[src/rtl/ser_block_tx.sv]
module ser_block_tx #(
  parameter int          W            = 12,
  parameter logic [11:0] SYNC_PATTERN = 12'h5A3,
  parameter logic [11:0] POLY         = 12'h80F
) (
  input  logic         clk,
  input  logic         rst_n,
  input  logic         start,
  input  logic         bit_tick,
  input  logic         wr_en,
  input  logic [W-1:0] wr_data,
  output logic         hold_empty,
  output logic         overrun,
  output logic         ser_out,
  output logic         busy,
  output logic         done
);
  localparam int CW = $clog2(W);

  typedef enum logic [1:0] {PH_SYNC, PH_DATA, PH_CRC} phase_t;

  phase_t         phase;
  logic [W-1:0]   shreg, hold, crc, crc_nxt;
  logic [CW-1:0]  bitcnt;
  logic           hold_full;

  wire go       = start & ~busy;
  wire step     = busy & bit_tick;
  wire last_bit = bitcnt == CW'(W-1);
  wire fb       = shreg[W-1] ^ crc[W-1];
  wire load     = wr_en & ~hold_full;
  wire take     = step & last_bit & (phase != PH_CRC) & hold_full;

  assign crc_nxt    = (phase == PH_DATA) ? ({crc[W-2:0], 1'b0} ^ (fb ? POLY[W-1:0] : '0)) : crc;
  assign ser_out    = busy ? shreg[W-1] : 1'b1;
  assign hold_empty = ~hold_full;

  always_ff @(posedge clk or negedge rst_n) begin
    if (!rst_n) begin
      busy      <= 1'b0;
      done      <= 1'b0;
      phase     <= PH_SYNC;
      shreg     <= '0;
      bitcnt    <= '0;
      crc       <= '0;
      hold      <= '0;
      hold_full <= 1'b0;
      overrun   <= 1'b0;
    end else begin
      done <= 1'b0;
      if (go) begin
        busy   <= 1'b1;
        phase  <= PH_SYNC;
        shreg  <= SYNC_PATTERN[W-1:0];
        bitcnt <= '0;
        crc    <= '0;
      end else if (step) begin
        crc <= crc_nxt;
        if (!last_bit) begin
          shreg  <= shreg << 1;
          bitcnt <= bitcnt + 1'b1;
        end else begin
          bitcnt <= '0;
          if (phase == PH_CRC) begin
            busy <= 1'b0;
            done <= 1'b1;
          end else if (hold_full) begin
            shreg <= hold;
            phase <= PH_DATA;
          end else begin
            shreg <= crc_nxt;
            phase <= PH_CRC;
          end
        end
      end

      if (load)      begin hold <= wr_data; hold_full <= 1'b1; end
      else if (take) hold_full <= 1'b0;

      overrun <= (go ? 1'b0 : overrun) | (wr_en & hold_full);
    end
  end
endmodule


[config.mk]
export PLATFORM = sky130hd
export DESIGN_NAME = ser_block_tx
export DESIGN_NICKNAME = d
export VERILOG_FILES = /design/src/rtl/ser_block_tx.sv
export SDC_FILE = /design/constraint.sdc
export NUM_CORES = 1
export LEC_CHECK = 0
export BUFFER_PORTS_ARGS = -buffer_cell sky130_fd_sc_hd__buf_2
export CORE_MARGIN = 3
export CORE_UTILIZATION = 30
export CTS_CLUSTER_SIZE = 28
export DETAILED_ROUTE_END_ITERATION = 16
export GPL_ROUTABILITY_DRIVEN = 0
export PLACE_DENSITY = 0.48
export SYNTH_ARGS = -nofsm -noshare
export SYNTH_HDL_FRONTEND = slang
export SYNTH_SLANG_ARGS = --single-unit
[constraint.sdc]
create_clock -name clk -period 2.5 [get_ports clk]
set_clock_uncertainty 0.15 [all_clocks]
set_input_delay 0.125 -clock clk [delete_from_list [all_inputs] [get_ports clk]]
set_output_delay 0.125 -clock clk [all_outputs]
set_load 0.01 [all_outputs]
==> results.json <==
{
  "max_cap_viol_count": 0,
  "syn_avg_cell_area_um2": 10.6,
  "yosys_warnings": 0,
  "areaGrowthSynthToFinish_pct": 20.3,
  "design_area_um2": 2830,
  "path_class": "reg -> reg",
  "worstMarginPinSlew_ns": 0.684,
  "wl_per_cell_um": 14.9,
  "seq_area_frac_synth": 0.489,
  "synth_seq_cells": 46,
  "p_leak_nw": 1.28,
  "post-cts-setup-buffer-count": 0,
  "syn-instance-count": 222,
  "post-synth-top-area-cell": "dfrtp_1",
  "wirelength_mm": 5.37,
  "synth_nets": 240,
  "fill_cells": 760,
  "seqPwrFrac": 0.449,
  "syn_area_um2": 2350,
  "synthAdderAreaFrac": 0.00531,
  "post-route-period-util": 0.836,
  "yosys.area.top_type_share": 0.489,
  "cts_sinks": 46,
  "n_antenna_cell": 0,
  "synthArstFlopShare": 1.00,
  "hold_slack_ns": 0.0656,
  "multi_input_area_um2": 1120,
  "synth_xor_area_frac": 0.0351,
  "synth-simple-area-share": 0.185,
  "drt-initial-drc-count": 49,
  "finalMaxSlewViolations": 0,
  "hold_path.class": "in -> reg",
  "setup_viol": 0,
  "synth_compound_area_frac": 0.145,
  "hold_viol": 0,
  "cts-buffers-inserted": 5,
  "synthMuxAreaShare": 0.107,
  "viasPerCell": 5.09,
  "maxSlewHeadroom": 0.543,
  "initial_core_util": 0.316,
  "drive_gt1_frac": 0.249,
  "die-area_um2": 8950,
  "die-width_um": 94.6,
  "clkPwrFrac": 0.200,
  "ys_types": 46,
  "die_h_um": 94.6,
  "postCtsHoldBufs": 15,
  "max_freq_ghz": 0.479,
  "synth_top_family_by_area": "simple AND/OR/NAND/NOR gates",
  "post_cts_resized": 0,
  "switching_power_uw": 930,
  "numPortBuffers": 21,
  "synth.area.top_cells": "dfrtp_1 49%, mux2_2 6.7%, nand3_1 4.5%",
  "end_kind": "register",
  "worst_ep_required_time_ns": 2.54,
  "period_needed_ns": 2.09,
  "grt_pass1_vias": 1776,
  "drcViolationCount": 0,
  "tns_ns": 0,
  "worst_setup_path_start_kind": "register",
  "ff_latch_area_um2": 1150,
  "yosys_most_used_dff": "dfrtp_1",
  "cts.reportedPaths.clkPinSlew_ns": 0.09,
  "grt_max_degree": 28,
  "ios": 22,
  "dp_hpwl_mm": 3.72,
  "htree_levels": 2,
  "grt_use_total": 0.134,
  "antenna_found_initial": 0,
  "rsz0062_at_grt": "false",
  "run_status": "completed",
  "pwr-share-comb": 0.351,
  "rows": 31,
  "power.density_nw_per_um2": 975,
  "finalNetCount": 278,
  "clock_latency_ns": 0.30,
  "cts_buffer_depth": 2,
  "vias": 1831,
  "switching_share": 0.337,
  "grt-ovfl-total": 0,
  "cp_max_fo": 8,
  "crit_arrival_ns": 2.13,
  "internal-power_mw": 1.83,
  "synth_enable_flop_cells": 0,
  "grt_pass1_wl_mm": 9.25,
  "dr.pass1.iters": 4,
  "cts_tree": "yes",
  "post_dp_cell_area_um2": 2580,
  "core-area_um2": 7450,
  "ir_worst_vdd_v": 0.000288,
  "root_buffer": "clkbuf_8",
  "final_antenna_net_count": 0
}
==> cells in the final DEF (no fill, tap or decap), types with 2 or more instances in the layout <==
cell / n
buf_2: 21
nand2_1: 26
o21ai_0: 13
a21oi_1: 6
nand2b_1: 3
dlygate4sd3_1: 15
nand3_1: 21
nor3_1: 2
dfrtp_1: 46
and3_1: 8
buf_4: 9
mux2_2: 14
nor2b_1: 2
a221oi_1: 2
a2bb2oi_1: 2
xor3_1: 2
o21ai_1: 8
a32o_1: 2
a221oi_2: 5
or3_1: 2
clkbuf_8: 5
mux2_4: 5
nor2_1: 14
mux2i_1: 2
clkbuf_1: 2
xnor2_1: 3
==> flip-flops by register name, summed over array words and instances, names as in the netlist <==
name,flops
shreg,12
done,1
bitcnt,4
crc,12
hold_full,1
overrun,1
phase,2
hold,12
busy,1
==> critical path, cell delays in order (launching register included) <==
cell,delay (ns)
dfrtp_1,0.40
ha_1,0.22
nand3b_1,0.35
nor2_2,0.50
and3_1,0.27
o41ai_2,0.08
==> path summary, 6_finish.rpt <==
kind	startpoint	to	slack, ns	cells after the start
worst max register to register	bitcnt[0]	shreg[11]	0.41	5
max in group asynchronous	rst_n	crc[0]	1.40	3
min in group asynchronous	rst_n	shreg[2]	0.21	2
worst min register to register	hold[7]	hold[7]	0.36	1
worst max-delay path	bitcnt[0]	shreg[11]	0.41	5
worst min-delay path	bit_tick	bitcnt[2]	0.07	4
==> per-stage QoR <==
step,worst slack (ns),total power [mW],utilization,std cells
2_1_floorplan,0.825,1.99,-,222
3_3_place_gp,0.514,2.21,0.346,337
3_5_place_dp,0.454,2.21,0.346,337
4_1_cts,0.432,2.79,0.380,360
5_1_grt,0.261,2.97,0.380,360
6_report,0.410,2.76,0.380,360
==> cell type report <==
cell class	count	share of cell area
sequential	46	0.406
clock inverter	1	0.0106
timing repair buffer	45	0.114
multi-input combinational	161	0.397
tap	99	0.0437
clock buffer	7	0.0269
inverter	1	0.00133
==> cell families after synthesis <==
kind of cell | count (synthesis)
flip-flops | 46
AND/OR/NAND/NOR | 87
XOR/XNOR | 6
buffers and inverters | 15
multiplexers | 21
AO/OA/AOI/OAI | 46
adder cells (fa/ha/maj) | 1
==> synthesized netlist by cell type (2+ instances only) <==
library cell and count:
nor2b_1 2, dfrtp_1 46, o21ai_1 8, xor3_1 2, a32o_1 2, or3_1 2
nand3_1 21, nor3_1 2, clkbuf_1 4, mux2_2 14, a21oi_1 6, xnor2_1 3
nand2b_1 3, and3_1 8, buf_2 6, o21ai_0 13, a221oi_1 2, nand2_1 26
mux2_4 5, mux2i_1 2, nor2_1 14, a2bb2oi_1 2, buf_4 2, a221oi_2 5
==> power by group through the flow <==
stage / combinational (mW) / sequential (mW) / clock, mW
finish: 0.969 / 1.24 / 0.553
global route: 1.08 / 1.29 / 0.603
CTS: 0.981 / 1.24 / 0.568
detailed placement: 0.959 / 1.25 / 0
global placement: 0.957 / 1.25 / 0
floorplan: 0.840 / 1.15 / 0
==> metal layers <==
metal  GRT usage  vias to the layer above  share of wire
met5           0                        -              0
met4      0.0469                        0          0.011
met3      0.0239                        5          0.026
met2       0.202                       29           0.45
met1       0.193                      917           0.51
li1            -                      880              -
No activity file was read; power rests on OpenSTA's default activity.
